$ cat config.mk
export PLATFORM = sky130hd
export DESIGN_NAME = cpu_bus_master
export DESIGN_NICKNAME = d
export VERILOG_FILES = /design/src/rtl/cpu_bus_pkg.sv /design/src/rtl/cpu_bus_seq.sv /design/src/rtl/cpu_bus_drive.sv /design/src/rtl/cpu_bus_master.sv
export SDC_FILE = /design/constraint.sdc
export NUM_CORES = 1
export LEC_CHECK = 0
export CAP_MARGIN = 15
export CORE_AREA = 2 2 61 63
export CTS_BUF_LIST = sky130_fd_sc_hd__clkbuf_4 sky130_fd_sc_hd__clkbuf_8
export CTS_CLUSTER_SIZE = 14
export DETAILED_ROUTE_END_ITERATION = 10
export DIE_AREA = 0 0 63 65
export DONT_BUFFER_PORTS = 1
export PLACE_DENSITY = 0.74
export SETUP_SLACK_MARGIN = 0.1
export SYNTH_ARGS = -nofsm -noshare
export SYNTH_HDL_FRONTEND = slang
export SYNTH_HIERARCHICAL = 1
export SYNTH_SLANG_ARGS = --single-unit
$ cat constraint.sdc
create_clock -name clk -period 1.7 [get_ports clk]
set_input_delay 0 -clock clk [delete_from_list [all_inputs] [get_ports clk]]
set_output_delay 0 -clock clk [all_outputs]
set_load 0.02 [all_outputs]
$ cat src/rtl/cpu_bus_pkg.sv
package cpu_bus_pkg;
    typedef enum logic [1:0] {
        PH_IDLE   = 2'd0,
        PH_SETUP  = 2'd1,
        PH_STROBE = 2'd2,
        PH_DONE   = 2'd3
    } phase_e;
endpackage

$ cat src/rtl/cpu_bus_seq.sv
module cpu_bus_seq
    import cpu_bus_pkg::*;
#(
    parameter int ADDR_W = 16,
    parameter int DATA_W = 8
) (
    input  logic              clk,
    input  logic              rst,
    input  logic              req_valid,
    input  logic [ADDR_W-1:0] req_addr,
    input  logic [DATA_W-1:0] req_wdata,
    input  logic              req_write,
    input  logic              req_io,
    input  logic [DATA_W-1:0] bus_rdata,
    output phase_e            phase_o,
    output logic [ADDR_W-1:0] addr_o,
    output logic [DATA_W-1:0] wdata_o,
    output logic              write_o,
    output logic              io_o,
    output logic [DATA_W-1:0] rdata_o
);
    typedef struct packed {
        phase_e            ph;
        logic [ADDR_W-1:0] addr;
        logic [DATA_W-1:0] wdata;
        logic              write;
        logic              io;
        logic [DATA_W-1:0] rdata;
    } seq_st_t;

    seq_st_t st_d, st_q;
    logic    can_accept;

    assign can_accept = (st_q.ph == PH_IDLE) || (st_q.ph == PH_DONE);

    always_comb begin
        st_d = st_q;
        unique case (st_q.ph)
            PH_IDLE, PH_DONE: begin
                if (req_valid) begin
                    st_d.ph    = PH_SETUP;
                    st_d.addr  = req_addr;
                    st_d.wdata = req_wdata;
                    st_d.write = req_write;
                    st_d.io    = req_io;
                end else begin
                    st_d.ph = PH_IDLE;
                end
            end
            PH_SETUP:  st_d.ph = PH_STROBE;
            PH_STROBE: begin
                st_d.ph = PH_DONE;
                if (!st_q.write) st_d.rdata = bus_rdata;
            end
            default:   st_d.ph = PH_IDLE;
        endcase
    end

    always_ff @(posedge clk) begin
        if (rst) begin
            st_q <= '0;
        end else begin
            st_q <= st_d;
        end
    end

    assign phase_o = st_q.ph;
    assign addr_o  = st_q.addr;
    assign wdata_o = st_q.wdata;
    assign write_o = st_q.write;
    assign io_o    = st_q.io;
    assign rdata_o = st_q.rdata;


    busy_ignore_chk: assert property (@(posedge clk) disable iff (rst)
        (st_q.ph == PH_SETUP) |=> (st_q.ph == PH_STROBE) && $stable(st_q.addr) && $stable(st_q.write));


    done_follows_chk: assert property (@(posedge clk) disable iff (rst)
        (st_q.ph == PH_STROBE) |=> (st_q.ph == PH_DONE));


    done_accept_chk: assert property (@(posedge clk) disable iff (rst)
        (can_accept && req_valid) |=> (st_q.ph == PH_SETUP));
endmodule

$ cat src/rtl/cpu_bus_drive.sv
module cpu_bus_drive
    import cpu_bus_pkg::*;
#(
    parameter int ADDR_W      = 16,
    parameter int DATA_W      = 8,
    parameter bit ACTIVE_HIGH = 1'b1,
    parameter bit ISOLATED_IO = 1'b1
) (
    input  logic              clk,
    input  logic              rst,
    input  phase_e            phase_i,
    input  logic [ADDR_W-1:0] addr_i,
    input  logic [DATA_W-1:0] wdata_i,
    input  logic              write_i,
    input  logic              io_i,
    output logic [ADDR_W-1:0] bus_addr,
    output logic [DATA_W-1:0] bus_wdata,
    output logic              bus_wdata_oe,
    output logic              bus_rd,
    output logic              bus_wr,
    output logic              bus_io,
    output logic              done_o
);
    localparam logic INACTIVE_LVL = ACTIVE_HIGH ? 1'b0 : 1'b1;

    logic in_cycle, strobe_ph, rd_on, wr_on;

    assign in_cycle  = (phase_i == PH_SETUP) || (phase_i == PH_STROBE);
    assign strobe_ph = (phase_i == PH_STROBE);
    assign rd_on     = strobe_ph && !write_i;
    assign wr_on     = strobe_ph && write_i;

    assign bus_addr     = in_cycle ? addr_i : '0;
    assign bus_wdata_oe = in_cycle && write_i;
    assign bus_wdata    = bus_wdata_oe ? wdata_i : '0;
    assign bus_rd       = rd_on ^ INACTIVE_LVL;
    assign bus_wr       = wr_on ^ INACTIVE_LVL;
    assign done_o       = (phase_i == PH_DONE);

    generate
        if (ISOLATED_IO) begin : g_isolated
            assign bus_io = in_cycle && io_i;
        end else begin : g_mapped
            assign bus_io = 1'b0;
        end
    endgenerate


    oe_read_chk: assert property (@(posedge clk) disable iff (rst)
        (bus_rd != INACTIVE_LVL) |-> !bus_wdata_oe);


    one_strobe_chk: assert property (@(posedge clk) disable iff (rst)
        !((bus_rd != INACTIVE_LVL) && (bus_wr != INACTIVE_LVL)));
endmodule

$ cat src/rtl/cpu_bus_master.sv
module cpu_bus_master
    import cpu_bus_pkg::*;
#(
    parameter int ADDR_W      = 16,
    parameter int DATA_W      = 8,
    parameter bit ACTIVE_HIGH = 1'b1,
    parameter bit ISOLATED_IO = 1'b1
) (
    input  logic              clk,
    input  logic              rst,
    input  logic              req_valid,
    input  logic [ADDR_W-1:0] req_addr,
    input  logic [DATA_W-1:0] req_wdata,
    input  logic              req_write,
    input  logic              req_io,
    output logic [DATA_W-1:0] rsp_rdata,
    output logic              rsp_done,
    output logic [ADDR_W-1:0] bus_addr,
    output logic [DATA_W-1:0] bus_wdata,
    output logic              bus_wdata_oe,
    input  logic [DATA_W-1:0] bus_rdata,
    output logic              bus_rd,
    output logic              bus_wr,
    output logic              bus_io
);
    phase_e            phase;
    logic [ADDR_W-1:0] addr_r;
    logic [DATA_W-1:0] wdata_r;
    logic              write_r, io_r;

    cpu_bus_seq #(.ADDR_W(ADDR_W), .DATA_W(DATA_W)) u_seq (
        .clk(clk), .rst(rst), .req_valid(req_valid), .req_addr(req_addr),
        .req_wdata(req_wdata), .req_write(req_write), .req_io(req_io),
        .bus_rdata(bus_rdata), .phase_o(phase), .addr_o(addr_r),
        .wdata_o(wdata_r), .write_o(write_r), .io_o(io_r), .rdata_o(rsp_rdata)
    );

    cpu_bus_drive #(.ADDR_W(ADDR_W), .DATA_W(DATA_W),
                    .ACTIVE_HIGH(ACTIVE_HIGH), .ISOLATED_IO(ISOLATED_IO)) u_drive (
        .clk(clk), .rst(rst), .phase_i(phase), .addr_i(addr_r), .wdata_i(wdata_r),
        .write_i(write_r), .io_i(io_r), .bus_addr(bus_addr), .bus_wdata(bus_wdata),
        .bus_wdata_oe(bus_wdata_oe), .bus_rd(bus_rd), .bus_wr(bus_wr),
        .bus_io(bus_io), .done_o(rsp_done)
    );

    logic rd_act, wr_act;
    assign rd_act = ACTIVE_HIGH ? bus_rd : !bus_rd;
    assign wr_act = ACTIVE_HIGH ? bus_wr : !bus_wr;


    rd_addr_hold_chk: assert property (@(posedge clk) disable iff (rst)
        rd_act |-> $stable(bus_addr) && !$past(rd_act));


    rd_single_chk: assert property (@(posedge clk) disable iff (rst)
        rd_act |=> !rd_act);


    wr_data_hold_chk: assert property (@(posedge clk) disable iff (rst)
        wr_act |-> $past(bus_wdata_oe) && $stable(bus_wdata) && $stable(bus_addr));


    done_release_chk: assert property (@(posedge clk) disable iff (rst)
        rsp_done |-> $past(rd_act || wr_act) && (bus_addr == '0) && !bus_wdata_oe);


    done_pulse_chk: assert property (@(posedge clk) disable iff (rst)
        rsp_done |=> !rsp_done);


    reset_idle_chk: assert property (@(posedge clk)
        $past(rst) |-> !rd_act && !wr_act && !bus_wdata_oe && !rsp_done);
endmodule

==> results.py <==
metrics = {
    "logic_synthesis": {
        "synth_area_leader_cell": "dfxtp_1",
        "yosys-top-cells-area": "dfxtp_1, a21bo_1, a21oi_2",
        "synth.avg_cell_area_sq_um": 10.2,
        "synth_nets": 234,
        "syn-instance-count": 194,
        "syn_area_sq_um": 1990,
        "synth_seq_cells": 36,
        "seq_area_frac_synth_pct": 36.3,
        "ys_warn_count": 6,
        "synth_top_area_share_pct": 36.3,
        "ys_types": 22,
    },
    "detailed_routing": {
        "viasPerCell": 5.37,
        "drt_iter0_markers": 60,
        "dr_total_vias": 1542,
        "wl_um": 4450,
        "drtPass1Iterations": 4,
        "post-route-drc-count": 0,
        "avgRoutedWirePerCell_um": 15.5,
        "drtAntennaViolNets": 0,
    },
    "clock_tree": {
        "worstSkewPairLatency_ns": 0.33,
        "cts-root-buf": "clkbuf_4",
        "cts_buffers": 5,
        "htreeDepth": 2,
        "clk_path_buf_depth": 2,
        "tritoncts": "built",
        "cts_sinks": 36,
        "cts.clk_slew.worst_paths_ns": 0.10,
    },
    "critical_path": {
        "crit_type": "register to output port",
        "path_cells": "inv_1 > ha_4 > and3b_1",
        "worstPathRequired_ns": 1.70,
        "critPathSlowestCell": "ha_4",
        "cp-start-kind": "register",
        "cpPeakStageDelay_ns": 0.43,
        "path_max_fanout": 26,
        "end_kind": "output port",
        "crit_arrival_ns": 1.52,
    },
    "timing": {
        "finalHoldViolations": 0,
        "min_period_ns": 1.52,
        "timing.final.crit_share_pct": 89.7,
        "finClkSkew_ns": 0.00682,
        "max_freq_mhz": 656,
        "setup_viol": 0,
        "setup_tns_ns": 0,
        "rsz0062_at_grt": "yes",
        "slew_violations": 0,
        "relSlewSlack_pct": 59.1,
        "worstMarginPinSlew_ns": 0.613,
    },
    "floorplanning": {
        "die_area_sq_um": 4100,
        "die_height_um": 65,
        "rows": 22,
        "coreArea_sq_um": 3500,
        "ios": 74,
        "start_util_pct": 56.8,
        "die_w_um": 63,
    },
    "power": {
        "power_frac_clock_pct": 22.9,
        "switching_share_pct": 32.4,
        "power_density_nw_per_um2": 885,
        "p_int_mw": 1.48,
        "power_frac_comb_pct": 31.5,
        "switching_power_uw": 710,
        "pwr-share-seq_pct": 45.6,
        "leakagePower_nw": 0.964,
        "peakVddDrop_v": 0.000507,
    },
    "grt": {
        "grt_pass1_vias": 1525,
        "grt_max_degree": 54,
        "antenna_found_initial": 0,
        "gr-total-overflow": 0,
        "grtUsageTotal_pct": 23.0,
        "grt_pass1_wl_um": 7260,
    },
    "finish": {
        "nNetsFinal": 279,
        "final_common_cell": "dfxtp_1",
        "finish.utilization_pct": 70.8,
        "insertedDiodeCount": 0,
        "layout_common_cells": "dfxtp_1, dlygate4sd3_1, nand3_1",
        "drive_above_1_share_pct": 24.7,
        "fillers": 274,
        "syn_to_final_growth_pct": 24.6,
    },
    "min_path": {
        "hold_path_class": "input pin to register",
    },
    "placed_design": {
        "dpl.hpwl_um": 2590,
        "gp_congestion": 0.644,
        "portBuffers": 0,
    },
    "status": {
        "status": "finished clean",
    },
    "job": {
        "maxCapViolCount": 0,
    },
}
kinds of logic after synthesis:
group | after synthesis | share of synthesized area, %
AND/OR/NAND/NOR | 73 | 24.8
AO/OA/AOI/OAI | 60 | 26.0
flip-flops | 36 | 36.3
buffers and inverters | 21 | 10.5
adder cells (fa/ha/maj) | 3 | 1.89
multiplexers | 1 | 0.504
layout make-up:
type	count	area, sq um	share of cell area (%)
well taps	48	60.1	2.43
flip-flops and latches	36	721	29.1
multi-input cells	137	1070	43.2
repair buffers	57	553	22.3
clock buffers	7	65.1	2.63
inverters	2	7.51	0.303
power by group through the flow:
stage          clock, mW  sequential (mW)  combinational (mW)
2_1_floorplan          0            0.993               0.550
3_3_place_gp           0             1.01               0.533
3_5_place_dp           0             1.01               0.561
4_1_cts            0.516            0.997               0.688
5_1_grt            0.561             1.01               0.750
6_report           0.502            0.998               0.691
metrics by stage:
stage               cells  area (sq um)  hold WS [ns]  power [mW]  worst slack (ns)
floorplan             194          1990         0.146        1.54             0.392
global placement      243          2010        0.0670        1.54             0.245
detailed placement    243          2010        0.0674        1.57             0.169
CTS                   287          2480        0.0170        2.20             0.171
global route          287          2480        0.0148        2.32            0.0759
finish                287          2480        0.0311        2.19             0.175
synthesized netlist by cell type (all sizes together):
cell type  instances
clkbuf             1
o21ai              8
nand3             26
a21oi             26
and2               1
nand2b             8
nand4bb            8
nor2               2
ha                 3
a21bo             26
buf               18
and3b              8
and2b              1
nor2b             19
inv                2
mux2i              1
dfxtp             36
state kept, by name (all words and copies together), names as in the netlist:
signal,count
u_seq/io_o,1
u_seq/rdata_o,8
u_seq/write_o,1
u_seq/wdata_o,8
u_seq/addr_o,16
u_seq/phase_o,2
critical path, delay by kind of cell, from the launching register on:
family / cells / cell delay (ns)
buf+inv: 1 / 0.08
flops: 1 / 0.37
fa+ha+maj: 1 / 0.43
simple gates: 1 / 0.29
repair_timing:
item | 4_1_cts | 5_1_grt
pin swaps | 0 | 1
endpoints found under the setup margin | 26 | 12
hold buffers | 37 | 0
hold endpoints to repair | 36 | 0
buffers inserted | 0 | 0
gates resized for setup | 2 | 0
path summary, 6_finish.rpt:
check	to	depth (start not counted)	from	slack [ns]
worst max-delay path	bus_wdata[3]	3	u_seq/phase_o[0]	0.18
worst min-delay path	u_seq/addr_o[11]	3	req_valid	0.03
worst max register to register	u_seq/addr_o[7]	5	u_seq/phase_o[0]	0.31
worst min register to register	u_seq/rdata_o[6]	2	u_seq/rdata_o[6]	0.58
metal layers:
metal / track usage, % / part of all wire (%)
met5: 0 / 0
met4: 7.78 / 1.1
met3: 6.25 / 4.7
met2: 42.0 / 51
met1: 25.6 / 43
No activity file was read; power rests on OpenSTA's default activity.
